`config.mk`:
```
export PLATFORM = sky130hd
export DESIGN_NAME = spi_hold_slave
export DESIGN_NICKNAME = d
export VERILOG_FILES = /design/src/rtl/spi_hold_pkg.sv /design/src/rtl/spi_hold_sync.sv /design/src/rtl/spi_hold_ctrl.sv /design/src/rtl/spi_hold_shift.sv /design/src/rtl/spi_hold_slave.sv
export SDC_FILE = /design/constraint.sdc
export NUM_CORES = 1
export LEC_CHECK = 0
export CAP_MARGIN = 20
export CORE_MARGIN = 4
export CORE_UTILIZATION = 46
export CTS_BUF_LIST = sky130_fd_sc_hd__clkbuf_4
export CTS_CLUSTER_SIZE = 20
export DETAILED_ROUTE_END_ITERATION = 16
export PLACE_DENSITY = 0.73
export SETUP_SLACK_MARGIN = 0.02
export SLEW_MARGIN = 25
export SYNTH_ARGS = -nofsm -noshare
export SYNTH_HDL_FRONTEND = slang
export SYNTH_SLANG_ARGS = --single-unit
export TNS_END_PERCENT = 30
```
`constraint.sdc`:
```
create_clock -name clk -period 1.7 [get_ports clk]
set_input_delay 0.34 -clock clk [delete_from_list [all_inputs] [get_ports clk]]
set_output_delay 0.34 -clock clk [all_outputs]
set_load 0.005 [all_outputs]
```
`src/rtl/spi_hold_pkg.sv`:
```
package spi_hold_pkg;

    // Serial pins after synchronisation, packed for one flop chain.
    typedef struct packed {
        logic sck;
        logic csn;
        logic si;
        logic holdn;
    } pins_t;

    localparam int unsigned PIN_COUNT = $bits(pins_t);

    // Idle pin levels: clock low, deselected, data low, not paused.
    localparam pins_t PIN_IDLE = '{sck: 1'b0, csn: 1'b1, si: 1'b0, holdn: 1'b1};

    // Per-cycle events from the controller to the shifter.
    typedef struct packed {
        logic active;  // selected
        logic start;   // select just asserted
        logic rise;    // usable rising serial edge
        logic fall;    // usable falling serial edge
        logic paused;  // pause state in force
    } evt_t;

    function automatic logic is_last_bit(input int unsigned cnt, input int unsigned width);
        return cnt == width - 1;
    endfunction

endpackage

```
`src/rtl/spi_hold_sync.sv`:
```
module spi_hold_sync #(
    parameter int unsigned WIDTH  = 4,
    parameter int unsigned STAGES = 2,
    parameter logic [WIDTH-1:0] RST_VAL = '0
) (
    input  logic             clk,
    input  logic             rst,
    input  logic [WIDTH-1:0] d,
    output logic [WIDTH-1:0] q
);
    logic [STAGES-1:0][WIDTH-1:0] chain;

    always_ff @(posedge clk) begin
        if (rst) begin
            chain <= {STAGES{RST_VAL}};
        end else begin
            chain[0] <= d;
            for (int s = 1; s < STAGES; s++) begin
                chain[s] <= chain[s-1];
            end
        end
    end

    assign q = chain[STAGES-1];

    initial begin
        assert (STAGES >= 2) else $error("sync chain needs two stages");
    end
endmodule

```
`src/rtl/spi_hold_ctrl.sv`:
```
module spi_hold_ctrl
    import spi_hold_pkg::*;
(
    input  logic clk,
    input  logic rst,
    input  logic sck_s,
    input  logic csn_s,
    input  logic holdn_s,
    output evt_t ev
);
    logic sck_q;
    logic csn_q;
    logic paused_q;

    always_ff @(posedge clk) begin
        if (rst) begin
            sck_q    <= 1'b0;
            csn_q    <= 1'b1;
            paused_q <= 1'b0;
        end else begin
            sck_q <= sck_s;
            csn_q <= csn_s;
            if (csn_s) begin
                paused_q <= 1'b0;
            end else if (!sck_s) begin
                paused_q <= !holdn_s;
            end
        end
    end

    always_comb begin
        ev.active = !csn_s;
        ev.start  = csn_q && !csn_s;
        ev.paused = paused_q;
        ev.rise   = ev.active && !ev.start && !paused_q && sck_s && !sck_q;
        ev.fall   = ev.active && !ev.start && !paused_q && !sck_s && sck_q;
    end

    // pause state may only change during a low clock phase or on deselect
    assert_pause_at_sck_low_R8: assert property (@(posedge clk) disable iff (rst)
        !$stable(paused_q) |-> (!$past(sck_s) || $past(csn_s)));

    // deselect clears the pause
    assert_deselect_unpause_R9: assert property (@(posedge clk) disable iff (rst)
        csn_s |=> !paused_q);
endmodule

```
`src/rtl/spi_hold_shift.sv`:
```
module spi_hold_shift
    import spi_hold_pkg::*;
#(
    parameter int unsigned W = 8
) (
    input  logic         clk,
    input  logic         rst,
    input  evt_t         ev,
    input  logic         si_s,
    input  logic [W-1:0] tx_data_i,
    output logic         so_o,
    output logic         so_oe_o,
    output logic [W-1:0] rx_data_o,
    output logic         rx_valid_o,
    output logic         tx_taken_o
);
    localparam int unsigned CW = (W > 1) ? $clog2(W) : 1;

    logic [CW-1:0] bit_cnt;
    logic [W-1:0]  rx_sh;
    logic [W-1:0]  tx_sh;
    logic          so_q;
    logic          oe_q;
    logic [W-1:0]  rx_byte;

    assign rx_byte = {rx_sh[W-2:0], si_s};

    always_ff @(posedge clk) begin
        if (rst) begin
            bit_cnt    <= '0;
            rx_sh      <= '0;
            tx_sh      <= '0;
            so_q       <= 1'b0;
            oe_q       <= 1'b0;
            rx_data_o  <= '0;
            rx_valid_o <= 1'b0;
            tx_taken_o <= 1'b0;
        end else begin
            rx_valid_o <= 1'b0;
            tx_taken_o <= 1'b0;
            oe_q       <= ev.active && !ev.paused;
            if (!ev.active) begin
                bit_cnt <= '0;
            end else if (ev.start) begin
                bit_cnt    <= '0;
                so_q       <= tx_data_i[W-1];
                tx_sh      <= {tx_data_i[W-2:0], 1'b0};
                tx_taken_o <= 1'b1;
            end else if (ev.rise) begin
                rx_sh <= rx_byte;
                if (is_last_bit(int'(bit_cnt), W)) begin
                    bit_cnt    <= '0;
                    rx_data_o  <= rx_byte;
                    rx_valid_o <= 1'b1;
                    tx_sh      <= tx_data_i;
                    tx_taken_o <= 1'b1;
                end else begin
                    bit_cnt <= bit_cnt + 1'b1;
                end
            end else if (ev.fall) begin
                so_q  <= tx_sh[W-1];
                tx_sh <= tx_sh << 1;
            end
        end
    end

    assign so_o    = so_q;
    assign so_oe_o = oe_q;

    // bit position frozen while paused
    assert_cnt_frozen_R6: assert property (@(posedge clk) disable iff (rst)
        (ev.active && !ev.start && ev.paused) |=> $stable(bit_cnt));

    // byte strobe lasts one cycle and leaves the counter at byte start
    assert_valid_pulse_R2: assert property (@(posedge clk) disable iff (rst)
        rx_valid_o |-> (bit_cnt == '0) ##1 !rx_valid_o);

    // every byte strobe comes with a transmit capture
    assert_tx_capture_R4: assert property (@(posedge clk) disable iff (rst)
        rx_valid_o |-> tx_taken_o);

    // pause state removes the output drive
    assert_paused_oe_R5: assert property (@(posedge clk) disable iff (rst)
        ev.paused |=> !so_oe_o);

    // deselect returns counter to zero and removes the drive
    assert_deselect_oe_R9: assert property (@(posedge clk) disable iff (rst)
        !ev.active |=> (bit_cnt == '0 && !so_oe_o));
endmodule

```
`src/rtl/spi_hold_slave.sv`:
```
module spi_hold_slave
    import spi_hold_pkg::*;
#(
    parameter int unsigned W           = 8,
    parameter int unsigned SYNC_STAGES = 2
) (
    input  logic         clk,
    input  logic         rst,
    input  logic         sck_i,
    input  logic         csn_i,
    input  logic         si_i,
    input  logic         holdn_i,
    output logic         so_o,
    output logic         so_oe_o,
    output logic [W-1:0] rx_data_o,
    output logic         rx_valid_o,
    input  logic [W-1:0] tx_data_i,
    output logic         tx_taken_o
);
    pins_t pin_raw;
    pins_t pin_s;
    evt_t  ev;

    assign pin_raw = '{sck: sck_i, csn: csn_i, si: si_i, holdn: holdn_i};

    spi_hold_sync #(
        .WIDTH  (PIN_COUNT),
        .STAGES (SYNC_STAGES),
        .RST_VAL(PIN_IDLE)
    ) u_sync (
        .clk(clk),
        .rst(rst),
        .d  (pin_raw),
        .q  (pin_s)
    );

    spi_hold_ctrl u_ctrl (
        .clk    (clk),
        .rst    (rst),
        .sck_s  (pin_s.sck),
        .csn_s  (pin_s.csn),
        .holdn_s(pin_s.holdn),
        .ev     (ev)
    );

    spi_hold_shift #(.W(W)) u_shift (
        .clk       (clk),
        .rst       (rst),
        .ev        (ev),
        .si_s      (pin_s.si),
        .tx_data_i (tx_data_i),
        .so_o      (so_o),
        .so_oe_o   (so_oe_o),
        .rx_data_o (rx_data_o),
        .rx_valid_o(rx_valid_o),
        .tx_taken_o(tx_taken_o)
    );
endmodule

```
==> reports/results.tsv <==
stage	metric	value	unit
sta	Final Hold Vio Count	0	
critical_path	CP Class	reg -> reg	
floorplan	I/O Pins	26	
sta	clk_skew	0.01539	ns
cells_and_area	Layout fillers	279	
grt	vias in the first global route	1342	
critical_path	FF-to-FF setup slack	0.05	ns
logic_synthesis	cell taking the most area after synthesis	dfxtp_1	
detailed_routing	Vias	1356	
critical_path	FF-to-FF Start	u_shift.bit_cnt[1]	
grt	Overflow after GRT	0	
critical_path	CP required	1.97	ns
logic_synthesis	Warnings, synthesis	0	
logic_synthesis	most numerous cell in the Yosys netlist	dfxtp_1	
logic_synthesis	dominant synthesized flop cell	dfxtp_1	
logic_synthesis	sequential area share after synthesis	50.77	%
cells_and_area	Final Cell Area	2156	sq um
logic_synthesis	FFs w/ async S/R, synth	0	%
placed_design	placed cells	241	
clocking	total CTS buffers	5	
placed_design	dpl cell area	1956	sq um
floorplan	Die ar.	4527	sq um
placed_design	dpl ws	-0.1661	ns
grt	antenna violations before repair	1	
grt	first-pass GRT wire length	6230	microns
critical_path	Critical Path Sink Type	flip-flop	
logic_synthesis	Yosys reg bits	41	
power_and_ir_drop	Gate power share	7.1	%
critical_path	Critical Path AT	1.92	ns
power_and_ir_drop	Flop pwr share	56.6	%
floorplan	Core Box Area	3363	sq um
clocking	clk slew on worst S/H paths	0.13	ns
critical_path	Worst setup endpoint	u_shift.tx_sh[3]	
clocking	H-tree Lvls	2	
critical_path	R2R Path End	u_shift.tx_sh[3]	
cells_and_area	share of layout cells above drive strength 1	22.22	%
detailed_routing	ANT nets after route	0	
cells_and_area	area grow syn2layout	33.36	%
critical_path	highest net fanout along the worst path	6	
floorplan	Die Span Y	67.28	microns
logic_synthesis	EDFF count, synth	0	
clocking	CTS Sinks	41	
sta	Max Slew Vio Count	0	
job	Max Cap Viol	0	
detailed_routing	DRT Wirelength	3694	microns
power_and_ir_drop	leakage power total	0.8443	nW
logic_synthesis	Avg Synthesized Cell Area	9.454	sq um
placed_design	dpl hpwl	2290	microns
power_and_ir_drop	Internal	1.341	mW
sta	fmax	604.2	MHz
grt	largest net degree at the start of global routing	36	
detailed_routing	drt drc	0	
sta	Final setup viols	0	
detailed_routing	drt pass-1 iters	4	
sta	worst-margin pin slew	0.4158	ns
floorplan	Std-Cell Rows	21	
power_and_ir_drop	switching part of the total power	22.62	%
clocking	clk root buf	clkbuf_4	
power_and_ir_drop	clock network fraction of design power	36.3	%
sta	RSZ-0062 raised after global routing	yes	
placed_design	Port Buf Inserts	25	
sta	Max-Slew Margin vs Limit	72.25	%
detailed_routing	Vias/cell	5.339	
power_and_ir_drop	PD cells	804.1	nW/um^2
logic_synthesis	Synth Cell Area	1617	sq um
clocking	Max clock buf depth	2	
grt	Tot GR Track Use	19.14	%
detailed_routing	WL/cell	14.54	microns
critical_path	startpoint types	flip-flop	
clocking	clock latency on the worst-skew pair	0.36	ns
logic_synthesis	Mapped Cells	171	
cells_and_area	Finished Layout Cells	254	
power_and_ir_drop	P_sw	0.3921	mW
detailed_routing	DR iter-0 viols	143	
logic_synthesis	Synth area leaders	dfxtp_1, mux2i_1, a21oi_1	
floorplan	Initial Util	48.07	%
logic_synthesis	Commonest cells post-synth	dfxtp_1, nor2_1, nand2_1	
sta	Min Hold Slack	0.4343	ns
sta	part of the cycle the worst path needs	97.35	%
clocking	hold buffers post-CTS	0	
logic_synthesis	Synth cell types	29	
clocking	CTS tree	built	
power_and_ir_drop	worst vdd rail ir drop	593.5	uV
cells_and_area	Final #Nets	222	
status	outcome	completed	
critical_path	worst setup path start	u_shift.bit_cnt[1]	
sta	setup TNS	0	ns
floorplan	die width	67.28	microns
sta	Setup WS post-layout	0.04504	ns
logic_synthesis	share of the synthesized area in the top cell type	50.77	%
sta	clock period minus worst slack	1.655	ns
critical_path	R2R depth	7	
logic_synthesis	syn_nets	187	
hold_path	worst hold-check path type	reg -> reg	
placed_design	routability cong.	0.8824	
[how the worst min path moves through the flow]
stage / startpoint / end / depth (start not counted)
after floorplan: u_sync.chain[0] / u_sync.q[0] / 1
after global placement: u_sync.chain[2] / u_sync.q[2] / 1
after detailed placement: u_sync.chain[0] / u_sync.q[0] / 1
after CTS: u_sync.chain[0] / u_sync.q[0] / 1
after global routing: u_sync.chain[1] / u_sync.q[1] / 1
final: u_sync.chain[0] / u_sync.q[0] / 1
[flip-flops by register name, summed over array words and instances (netlist names)]
name,flops
u_ctrl.csn_q,1
u_ctrl.paused_q,1
u_ctrl.sck_q,1
u_shift.bit_cnt,3
u_shift.rx_data_o,8
u_shift.rx_sh,7
u_shift.rx_valid_o,1
u_shift.so_o,1
u_shift.so_oe_o,1
u_shift.tx_sh,8
u_shift.tx_taken_o,1
u_sync.chain,4
u_sync.q,4
[power groups by stage]
stage / clock network [mW] / logic (mW) / registers [mW]
final: 0.630 / 0.123 / 0.981
after global routing: 0.685 / 0.133 / 0.983
after CTS: 0.640 / 0.121 / 0.982
after detailed placement: 0 / 0.112 / 1.00
after floorplan: 0 / 0.0581 / 1.00
after global placement: 0 / 0.109 / 1.00
[final cells by class]
cell class,instances,area (sq um),area share (%)
Sequential cell,41,827.0,38.36
Clock inverter,3,41.29,1.915
Tap cell,46,57.56,2.670
Timing Repair Buffer,37,360.3,16.72
Clock buffer,5,37.54,1.741
Antenna cell,1,2.502,0.1161
Multi-Input combinational cell,117,814.5,37.78
Inverter,4,15.01,0.6965
[metal layers]
layer	global-route usage (%)	share of wire [%]	vias to the layer above
li1	-	-	674
met1	21.09	41	636
met2	29.57	51	38
met3	6.822	4.7	8
met4	15.44	2.5	0
met5	0	0	-
[per-stage QoR]
| step | util, % | power, mW |
|---|---|---|
| 2_1_floorplan | - | 1.059 |
| 3_3_place_gp | 58.15 | 1.112 |
| 3_5_place_dp | 58.15 | 1.115 |
| 4_1_cts | 62.98 | 1.743 |
| 5_1_grt | 64.10 | 1.801 |
| 6_report | 64.10 | 1.733 |
[critical path: stages (launching register included)]
cell	delay, ns
dfxtp_2	0.38
ha_4	0.15
ha_4	0.13
nand3b_1	0.11
buf_4	0.16
a311o_2	0.43
nand3_1	0.12
o41ai_2	0.09
[layout by cell type (no fill, tap or decap), types with 3 or more instances in the layout]
| master | n |
|---|---|
| nand2_1 | 20 |
| clkbuf_4 | 5 |
| dfxtp_1 | 38 |
| or2_2 | 5 |
| nand2b_1 | 3 |
| nor2b_1 | 6 |
| o41ai_2 | 7 |
| nand3_1 | 5 |
| nand3_2 | 3 |
| clkdlybuf4s50_1 | 25 |
| a2bb2oi_1 | 5 |
| nor2_1 | 21 |
| a21oi_1 | 16 |
| buf_4 | 9 |
| mux2i_1 | 10 |
[timing repair]
action                     in CTS  in global routing
gates resized for setup        12                  8
buffers inserted                2                  1
gates cloned                    1                  0
setup endpoints to repair       7                 12
pin swaps                       3                  9
[cells by family after synthesis]
logic type	after synthesis	share of synthesized area (%)
AND/OR/NAND/NOR	69	20.51
adder cells (fa/ha/maj)	2	1.548
multiplexers	10	6.192
buffers and inverters	14	3.947
AO/OA/AOI/OAI	35	17.03
flip-flops	41	50.77
Note: power is estimated with default switching activity, not from simulation.
